**config.mk**
```make
export PLATFORM = sky130hd
export DESIGN_NAME = rj_audio_rx
export DESIGN_NICKNAME = d
export VERILOG_FILES = /design/src/rtl/rjrx_pkg.sv /design/src/rtl/rjrx_sync.sv /design/src/rtl/rjrx_shift.sv /design/src/rtl/rjrx_cfg.sv /design/src/rtl/rj_audio_rx.sv
export SDC_FILE = /design/constraint.sdc
export NUM_CORES = 1
export LEC_CHECK = 0
export ABC_AREA = 1
export BUFFER_PORTS_ARGS = -buffer_cell sky130_fd_sc_hd__buf_2
export CAP_MARGIN = 20
export CORE_ASPECT_RATIO = 0.5
export CORE_MARGIN = 8
export CORE_UTILIZATION = 30
export CTS_BUF_LIST = sky130_fd_sc_hd__clkbuf_4 sky130_fd_sc_hd__clkbuf_8
export DETAILED_ROUTE_END_ITERATION = 7
export PLACE_DENSITY = 0.56
export SLEW_MARGIN = 25
export SYNTH_ARGS = -nofsm -noshare
export SYNTH_HDL_FRONTEND = slang
export SYNTH_SLANG_ARGS = --single-unit
```
**constraint.sdc**
```tcl
create_clock -name clk -period 1.9 [get_ports clk]
set_clock_uncertainty 0.2 [all_clocks]
set_input_delay 0.38 -clock clk [delete_from_list [all_inputs] [get_ports clk]]
set_output_delay 0.38 -clock clk [all_outputs]
set_load 0.05 [all_outputs]
```
**src/rtl/rjrx_pkg.sv**
```systemverilog
package rjrx_pkg;

    localparam int OUT_W   = 32;
    localparam int RATIO_W = 5;

    localparam logic [2:0] FMT_16 = 3'b000;
    localparam logic [2:0] FMT_32 = 3'b001;
    localparam logic [2:0] FMT_24 = 3'b010;

    localparam logic [1:0] SPD_X8  = 2'b00;
    localparam logic [1:0] SPD_X4  = 2'b01;
    localparam logic [1:0] SPD_X16 = 2'b10;
    localparam logic [1:0] SPD_RSV = 2'b11;

    function automatic logic fmt_legal(input logic [2:0] code);
        return (code == FMT_16) || (code == FMT_32) || (code == FMT_24);
    endfunction

    // Keep the low N bits (N from the format code) and extend their sign.
    function automatic logic [OUT_W-1:0] take_tail(input logic [OUT_W-1:0] raw,
                                                   input logic [2:0] code);
        logic [OUT_W-1:0] r;
        case (code)
            FMT_16:  r = {{(OUT_W-16){raw[15]}}, raw[15:0]};
            FMT_24:  r = {{(OUT_W-24){raw[23]}}, raw[23:0]};
            default: r = raw;
        endcase
        return r;
    endfunction

    function automatic logic [RATIO_W-1:0] spd_ratio(input logic [1:0] code);
        logic [RATIO_W-1:0] r;
        case (code)
            SPD_X4:  r = RATIO_W'(4);
            SPD_X16: r = RATIO_W'(16);
            default: r = RATIO_W'(8);
        endcase
        return r;
    endfunction

    typedef struct packed {
        logic [2:0]         fmt;
        logic [RATIO_W-1:0] ratio;
        logic               spd_err;
    } cfg_state_t;

endpackage

```
**src/rtl/rjrx_sync.sv**
```systemverilog
module rjrx_sync #(
    parameter int W      = 4,
    parameter int STAGES = 2
) (
    input  logic         clk,
    input  logic         rst_n,
    input  logic [W-1:0] async_i,
    output logic [W-1:0] sync_o
);
    logic [STAGES-1:0][W-1:0] pipe_d, pipe_q;

    always_comb begin
        pipe_d[0] = async_i;
        for (int s = 1; s < STAGES; s++) begin
            pipe_d[s] = pipe_q[s-1];
        end
    end

    always_ff @(posedge clk or negedge rst_n) begin
        if (!rst_n) pipe_q <= '0;
        else        pipe_q <= pipe_d;
    end

    assign sync_o = pipe_q[STAGES-1];
endmodule

```
**src/rtl/rjrx_shift.sv**
```systemverilog
module rjrx_shift #(
    parameter int DEPTH = 32
) (
    input  logic             clk,
    input  logic             rst_n,
    input  logic             shift_en,
    input  logic             bit_i,
    output logic [DEPTH-1:0] word_o
);
    logic [DEPTH-1:0] sr_d, sr_q;

    always_comb begin
        sr_d = sr_q;
        if (shift_en) sr_d = {sr_q[DEPTH-2:0], bit_i};
    end

    always_ff @(posedge clk or negedge rst_n) begin
        if (!rst_n) sr_q <= '0;
        else        sr_q <= sr_d;
    end

    assign word_o = sr_q;
endmodule

```
**src/rtl/rjrx_cfg.sv**
```systemverilog
module rjrx_cfg
    import rjrx_pkg::*;
(
    input  logic               clk,
    input  logic               rst_n,
    input  logic               we,
    input  logic [2:0]         fmt_wr,
    input  logic [1:0]         spd_wr,
    output logic [2:0]         fmt_o,
    output logic               fmt_ok_o,
    output logic [RATIO_W-1:0] ratio_o,
    output logic               spd_err_o
);
    cfg_state_t st_d, st_q;

    always_comb begin
        st_d = st_q;
        if (we) begin
            st_d.fmt = fmt_wr;
            if (spd_wr == SPD_RSV) begin
                st_d.spd_err = 1'b1;
            end else begin
                st_d.spd_err = 1'b0;
                st_d.ratio   = spd_ratio(spd_wr);
            end
        end
    end

    always_ff @(posedge clk or negedge rst_n) begin
        if (!rst_n) begin
            st_q.fmt     <= FMT_24;
            st_q.ratio   <= spd_ratio(SPD_X8);
            st_q.spd_err <= 1'b0;
        end else begin
            st_q <= st_d;
        end
    end

    assign fmt_o     = st_q.fmt;
    assign fmt_ok_o  = fmt_legal(st_q.fmt);
    assign ratio_o   = st_q.ratio;
    assign spd_err_o = st_q.spd_err;
endmodule

```
**src/rtl/rj_audio_rx.sv**
```systemverilog
module rj_audio_rx
    import rjrx_pkg::*;
#(
    parameter int SYNC_STAGES = 2
) (
    input  logic               clk,
    input  logic               rst_n,
    input  logic               wdck_i,
    input  logic               bck_i,
    input  logic               dat_l_i,
    input  logic               dat_r_i,
    input  logic               cfg_we,
    input  logic [2:0]         cfg_fmt,
    input  logic [1:0]         cfg_speed,
    output logic [OUT_W-1:0]   left_o,
    output logic [OUT_W-1:0]   right_o,
    output logic               valid_o,
    output logic               fmt_err_o,
    output logic               speed_err_o,
    output logic [RATIO_W-1:0] ratio_o
);
    localparam int NCH    = 2;
    localparam int IDX_WD = 0;
    localparam int IDX_BK = 1;
    localparam int IDX_D0 = 2;

    typedef struct packed {
        logic [OUT_W-1:0] left;
        logic [OUT_W-1:0] right;
        logic             valid;
        logic             wd_prev;
        logic             bk_prev;
    } top_state_t;

    logic [IDX_D0+NCH-1:0] raw_in, syn;
    logic [NCH-1:0][OUT_W-1:0] words;
    logic [2:0] fmt_cur;
    logic       fmt_ok;
    logic       bk_rise, wd_fall;
    top_state_t st_d, st_q;

    assign raw_in = {dat_r_i, dat_l_i, bck_i, wdck_i};

    rjrx_sync #(.W(IDX_D0+NCH), .STAGES(SYNC_STAGES)) u_sync (
        .clk(clk), .rst_n(rst_n), .async_i(raw_in), .sync_o(syn)
    );

    assign bk_rise = syn[IDX_BK] & ~st_q.bk_prev;
    assign wd_fall = ~syn[IDX_WD] & st_q.wd_prev;

    for (genvar c = 0; c < NCH; c++) begin : g_ch
        rjrx_shift #(.DEPTH(OUT_W)) u_shift (
            .clk(clk), .rst_n(rst_n), .shift_en(bk_rise),
            .bit_i(syn[IDX_D0+c]), .word_o(words[c])
        );
    end

    rjrx_cfg u_cfg (
        .clk(clk), .rst_n(rst_n), .we(cfg_we), .fmt_wr(cfg_fmt),
        .spd_wr(cfg_speed), .fmt_o(fmt_cur), .fmt_ok_o(fmt_ok),
        .ratio_o(ratio_o), .spd_err_o(speed_err_o)
    );

    always_comb begin
        st_d         = st_q;
        st_d.valid   = 1'b0;
        st_d.wd_prev = syn[IDX_WD];
        st_d.bk_prev = syn[IDX_BK];
        if (wd_fall && fmt_ok) begin
            st_d.left  = take_tail(words[0], fmt_cur);
            st_d.right = take_tail(words[1], fmt_cur);
            st_d.valid = 1'b1;
        end
    end

    always_ff @(posedge clk or negedge rst_n) begin
        if (!rst_n) st_q <= '0;
        else        st_q <= st_d;
    end

    assign left_o    = st_q.left;
    assign right_o   = st_q.right;
    assign valid_o   = st_q.valid;
    assign fmt_err_o = ~fmt_ok;
endmodule

```
==> results.md, run 1 <==
* Pint at 5480 uW
* Req. time, crit path at 1.32 ns
* Net Sw Power at 3180 uW
* Starting density of the core at 30.7%
* Largest area contributor in the netlist: dfrtp_1
* Number of top-level pins at 84
* Antenna Diode Count at 0
* CP startpoint kind: register
* Clk sink count at 146
* Unrepaired setup endpoints after global routing: true
* WL/cell at 13.1 um
* Hold path depth at 3
* Footprint of the multi-input gates at 1960 sq um
* Final-stage net count at 783
* # rows at 37
* Port Buffers at 81
* Vias per inst at 4.24
* Peak Freq at 0.541 GHz
* First-pass GRT wire length at 23600 um
* Largest net degree at the start of global routing at 62
* RR Startpoint: u_cfg.fmt_o[2]
* Min Clock Period, post-route at 1.85 ns
* Worst-margin pin slew at 0.687 ns
* Comb pwr share at 25.1%
* Final wirelength at 13800 um
* Most used DFF post-synth: dfrtp_1
* GR Util All Layers at 11.0%
* Drt first pass iters at 5
* Clock slew at reported path FFs at 0.07 ns
* Worst-skew pair later-pin latency at 0.44 ns
* Maximum fanout along the worst path at 2
* Sequential-to-total area share from yosys stat at 57.6%
* Final Hold Viols at 0
* Post-route DRC at 0
* Worst Reg2Reg Path Length in Cells at 7
* Seq. cell area at 3660 sq um
* Ys async rst share at 100%
* Switching share of total power at 36.7%
* Chip height at 119 um
* Detailed placement HPWL at 9350 um
* Filler Cell Count at 2146
* Number of global-route vias before repair at 4370
* Reg-to-reg setup timing slack at 0.16 ns
* H-tree depth at 4
* Normalized max-slew margin at 54.2%
* Max Slew Vio Count at 0
* GP Congestion at 0.735
* Synth area leaders: dfrtp_1 57%, nand2_1 20%, buf_4 8.5%, nand3_1 5.0%, nor2_1 3.1%
* CP Data Arrival Time at 1.27 ns
* Synth Register Bits at 146
* Period utilization at 97.3%
* Yosys warns at 0
* Leak at 0.00411 uW
* Core area at 20600 sq um
* Cell Area, Synth at 6350 sq um
* Total chip power at 8660 uW
* CTS Buffer Depth at 2
* Power share of the clock group at 29.9%
* Synth cell types at 18
* Hold Path End: u_cfg.fmt_o[1]
* Vias at 4464
* Power Dens Cells at 1210 nW/um^2
* RR Endpoint: left_o[19]
* Final setup violation count at 0
* Initial antenna violation count at 0
* Commonest cells in the netlist: 343 x nand2_1, 144 x dfrtp_1, 72 x buf_4
* CP endpoint kind: output pin
* Count leader, synth: nand2_1
* Worst hold-check path type: primary input to register
* Setup WS post-layout at 0.0512 ns
* EDFF count, synth at 0
* Max-cap viol count at 0
* Flop pwr share at 45.0%
* Mapped Cells at 740
* Peak supply drop at 0.422 mV
* DRT iter0 DRCs at 299
* Share of cells above drive strength 1 at 19.0%
* Top cell type's share of synthesized area at 56.8%
* Die footprint at 26300 sq um
* CP Class: register to output pin
* Remaining Overflow, GRT at 0
* Synth Area per Inst at 8.58 sq um
* Status: finished, final reports clean
* Die Span X at 222 um
* Routed Antenna Nets at 0
* DP Worst Slack at 0.237 ns
* Area Growth Syn to Fin at 13.2%
* Total CTS buffers at 17
* HP Start: cfg_we
* CTS tree: yes
* Clk Tree Root Cell: clkbuf_8
[repair_timing]
action / CTS / global route
hold buffers: 8 / 0
pin swaps: 1 / 1
hold endpoints to repair: 152 / 0
resized for setup: 4 / 3
buffers inserted: 2 / 0
setup endpoints to repair: 1 / 37
gates cloned: 0 / 0
[power by group through the flow]
stage	logic [uW]	registers, uW	clock network [uW]
2_1_floorplan	1980	3920	0
4_1_cts	2220	3910	2670
5_1_grt	2370	3980	2830
3_3_place_gp	2170	3950	0
6_report	2170	3900	2590
3_5_place_dp	2190	3970	0
[flip-flops by register name, indices dropped and copies added, names as in the netlist]
register and flops:
u_cfg.ratio_o 3, right_o 32, st_q 2, left_o 32, u_cfg.spd_err_o 1, u_sync.pipe_d 4, g_ch.u_shift.word_o 64, u_sync.sync_o 4
u_cfg.fmt_o 3, valid_o 1
[cell families after synthesis]
logic type | after synthesis | share of synthesized area (%)
DFF | 146 | 57.6
adders and majority gates | 3 | 0.592
and+or+nand+nor | 467 | 29.4
buffers and inverters | 116 | 11.8
AOI/OAI and AO/OA | 7 | 0.552
other | 1 | 0.0591
[layer usage]
| metal | vias up | track usage (%) | share of wire (%) |
|---|---|---|---|
| met5 | - | 0 | 0 |
| met4 | 0 | 3.38 | 0.55 |
| met3 | 7 | 3.67 | 5.0 |
| met2 | 72 | 16.6 | 45 |
| met1 | 2121 | 14.8 | 49 |
| li1 | 2264 | - | - |
[worst max-delay path, stage by stage (launching register included)]
cell	delay, ns
dfstp_2	0.55
nand2_2	0.05
nand2_2	0.08
buf_8	0.15
[layout make-up]
class	instances	area share (%)
Sequential cell	146	50.9
Multi-Input combinational cell	479	27.2
Timing Repair Buffer	108	10.2
Tap cell	273	4.76
Clock buffer	19	3.55
Clock inverter	13	2.42
Inverter	16	0.871
[stage by stage]
step | utilization, % | hold slack [ns] | TNS (ns) | std cells | area, sq um
detailed placement | 32.1 | 0.107 | 0 | 1012 | 6640
global route | 34.8 | 0.0633 | -0.0178 | 1054 | 7180
CTS | 34.7 | 0.0404 | 0 | 1054 | 7170
global placement | 32.1 | 0.105 | 0 | 1012 | 6640
finish | 34.8 | 0.0658 | 0 | 1054 | 7180
floorplan | - | -0.116 | 0 | 741 | 6350
[cell usage in the layout, fill, tap and decap left out]
cell type,instances
nand2_1,340
dfrtp_1,143
buf_2,79
nand3_1,64
nor2_1,53
clkbuf_8,18
inv_1,13
buf_4,11
dlygate4sd3_1,8
buf_12,7
nand2_2,6
o21ai_0,5
inv_6,4
ha_1,3
clkinvlp_4,3
bufinv_16,3
clkinv_4,3
inv_2,2
nor2_4,2
a21oi_1,2
nand3_2,2
conb_1,2
buf_6,2
dfstp_2,2
inv_4,1
clkbuf_4,1
buf_8,1
dfrtp_2,1
[worst max path at each step]
| stage | endpoint | cells after the start | startpoint |
|---|---|---|---|
| 3_5_place_dp | left_o[19] | 6 | u_cfg.fmt_o[2] |
| 6_report | fmt_err_o | 3 | u_cfg.fmt_o[1] |
| 5_1_grt | fmt_err_o | 3 | u_cfg.fmt_o[1] |
| 4_1_cts | fmt_err_o | 3 | u_cfg.fmt_o[1] |
| 2_1_floorplan | left_o[16] | 7 | u_cfg.fmt_o[1] |
| 3_3_place_gp | left_o[7] | 6 | u_cfg.fmt_o[0] |
(Power assumes the default switching activity.)
==> run 2: changes to the inputs <==
- SYNTH_HIERARCHICAL: unset -> 1
==> results.md, run 2 <==
* Die footprint at 27000 sq um
* Die Span X at 225 um
* Clk Tree Root Cell: clkbuf_8
* GP Congestion at 0.727
* Most used DFF post-synth: dfrtp_1
* CP endpoint kind: output pin
* CTS Buffer Depth at 2
* Period utilization at 97.9%
* Power Dens Cells at 1080 nW/um^2
* Antenna Diode Count at 0
* EDFF count, synth at 0
* Peak supply drop at 0.423 mV
* Post-CTS Setup Bufs at 0
* Switching share of total power at 37.4%
* Total CTS buffers at 17
* Layout Utilization at 33.3%
* Core area at 21500 sq um
* Ys async rst share at 100%
* CP Class: register to output pin
* H-tree depth at 4
* Reg-to-reg setup timing slack at 0.22 ns
* Flop pwr share at 48.3%
* Number of global-route vias before repair at 4443
* Net Sw Power at 2900 uW
* Seq. cell area at 3660 sq um
* Total chip power at 7740 uW
* Leading cell type in the layout, fill and taps excluded: nand2_1
* CTS tree: yes
* Largest stage delay on the critical path at 0.56 ns
* CP Data Arrival Time at 1.28 ns
* Number of top-level pins at 84
* Most frequent cells in the layout: 369 x nand2_1, 144 x dfrtp_1, 79 x buf_2
* Final Hold Viols at 0
* Sequential-to-total area share from yosys stat at 56.0%
* Synth Area per Inst at 8.85 sq um
* Vias per inst at 4.11
* Top cell type's share of synthesized area at 55.2%
* Filler Cell Count at 2274
* Detailed placement HPWL at 9250 um
* Drt first pass iters at 4
* Comb pwr share at 23.7%
* Share of cells above drive strength 1 at 21.9%
* Req. time, crit path at 1.32 ns
* Area Growth Syn to Fin at 9.61%
* Slowest cell on crit path: dfstp_2
* Chip height at 120 um
* Maximum fanout along the worst path at 2
* Synth area leaders: dfrtp_1 55%, nand2_1 21%, buf_4 7.6%, nor2_1 2.9%, nand2_2 2.5%
* Mapped Cells at 737
* Footprint of the multi-input gates at 2010 sq um
* Cells along the critical path: a21oi_2 > inv_2 > buf_8
* Largest net degree at the start of global routing at 48
* Leak at 0.00398 uW
* Count leader, synth: nand2_1
* Synth cell types at 23
* Max-cap viol count at 0
* Yosys warns at 6
* Min Clock Period, post-route at 1.86 ns
* Worst hold-check path type: primary input to register
* Max Slew Vio Count at 0
* Starting density of the core at 30.4%
* First-pass GRT wire length at 22700 um
* Final setup violation count at 0
* # rows at 38
* Post-route DRC at 0
* Port Buffers at 81
* WL/cell at 12.4 um
* Largest area contributor in the netlist: dfrtp_1
* Synth Register Bits at 146
* Peak Freq at 0.538 GHz
* Clk sink count at 146
* Status: finished, final reports clean
* Commonest cells in the netlist: 369 x nand2_1, 144 x dfrtp_1, 66 x buf_4
* Clock slew at reported path FFs at 0.10 ns
* Routed Antenna Nets at 0
* Worst-skew pair later-pin latency at 0.45 ns
* Cell Area, Synth at 6530 sq um
* Initial antenna violation count at 0
* Final-stage net count at 780
* CP startpoint kind: register
* Vias at 4429
* DRT iter0 DRCs at 223
* Unrepaired setup endpoints after global routing: true
* Remaining Overflow, GRT at 0
* Max FFs per register at 64
* Power share of the clock group at 28.1%
* Final wirelength at 13400 um
* GR Util All Layers at 10.4%
* Pint at 4850 uW
run 2: routing by layer:
metal / up-vias / routed length (um) / GRT usage [%]
li1: 2216 / - / -
met1: 2153 / 6230 / 13.1
met2: 51 / 6420 / 16.9
met3: 9 / 624 / 3.60
met4: 0 / 146 / 2.97
met5: - / 0 / 0
run 2: area by class of cell:
type | instances | share of cell area (%)
inverters | 12 | 0.840
well taps | 300 | 5.25
clock buffers | 18 | 3.38
clock inverters | 14 | 1.52
flip-flops and latches | 146 | 51.1
multi-input cells | 483 | 28.1
repair buffers | 105 | 9.74
run 2: critical path: cells and delay by family, from the launching register on:
| kind | cells | cell delay [ns] |
|---|---|---|
| buf+inv | 2 | 0.21 |
| compound gates | 1 | 0.06 |
| flops | 1 | 0.56 |
run 2: worst paths after layout:
path                                   from                        end  depth (start not counted)
hold / removal                       cfg_we           u_cfg/ratio_o[3]                          3
min in group asynchronous             rst_n           u_cfg/ratio_o[2]                          2
setup reg to reg             u_cfg/fmt_o[0]                right_o[29]                          7
hold reg to reg            u_sync/pipe_d[6]           u_sync/sync_o[2]                          0
setup / recovery             u_cfg/fmt_o[1]                  fmt_err_o                          3
max in group asynchronous             rst_n  g_ch[1].u_shift/word_o[5]                          3
run 2: per-stage QoR:
| step | setup WS (ns) | hold slack [ns] | TNS, ns | instances | area, sq um |
|---|---|---|---|---|---|
| floorplan | 0.253 | -0.116 | 0 | 738 | 6530 |
| global placement | 0.244 | 0.0602 | 0 | 1038 | 6710 |
| detailed placement | 0.200 | 0.0628 | 0 | 1038 | 6710 |
| CTS | -0.00444 | 0.0187 | -0.00444 | 1078 | 7150 |
| global route | -0.0270 | 0.0424 | -0.0270 | 1078 | 7150 |
| finish | 0.0398 | 0.0425 | 0 | 1078 | 7150 |
run 2: timing repair:
item / 4_1_cts / 5_1_grt
pin swaps: 0 / 0
hold buffers: 8 / 0
gates resized for setup: 5 / 0
setup endpoints to repair: 1 / 1
hold endpoints to repair: 153 / 0
run 2: logic make-up (layout without fill, tap and decap cells):
family,count (synthesis),in the layout,share of synthesized area [%]
AND/OR/NAND/NOR,457,457,28.4
flip-flops,146,146,56.0
AO/OA/AOI/OAI,21,21,1.61
buffers and inverters,109,149,13.3
adder cells (fa/ha/maj),3,3,0.575
other,1,2,0.0575
run 2: power by group through the flow:
stage          Clock [uW]  Sequential (uW)  Combinational (uW)
2_1_floorplan           0             3790                1680
3_3_place_gp            0             3790                1830
3_5_place_dp            0             3800                1850
4_1_cts              2260             3750                1870
5_1_grt              2400             3790                1990
6_report             2170             3740                1830
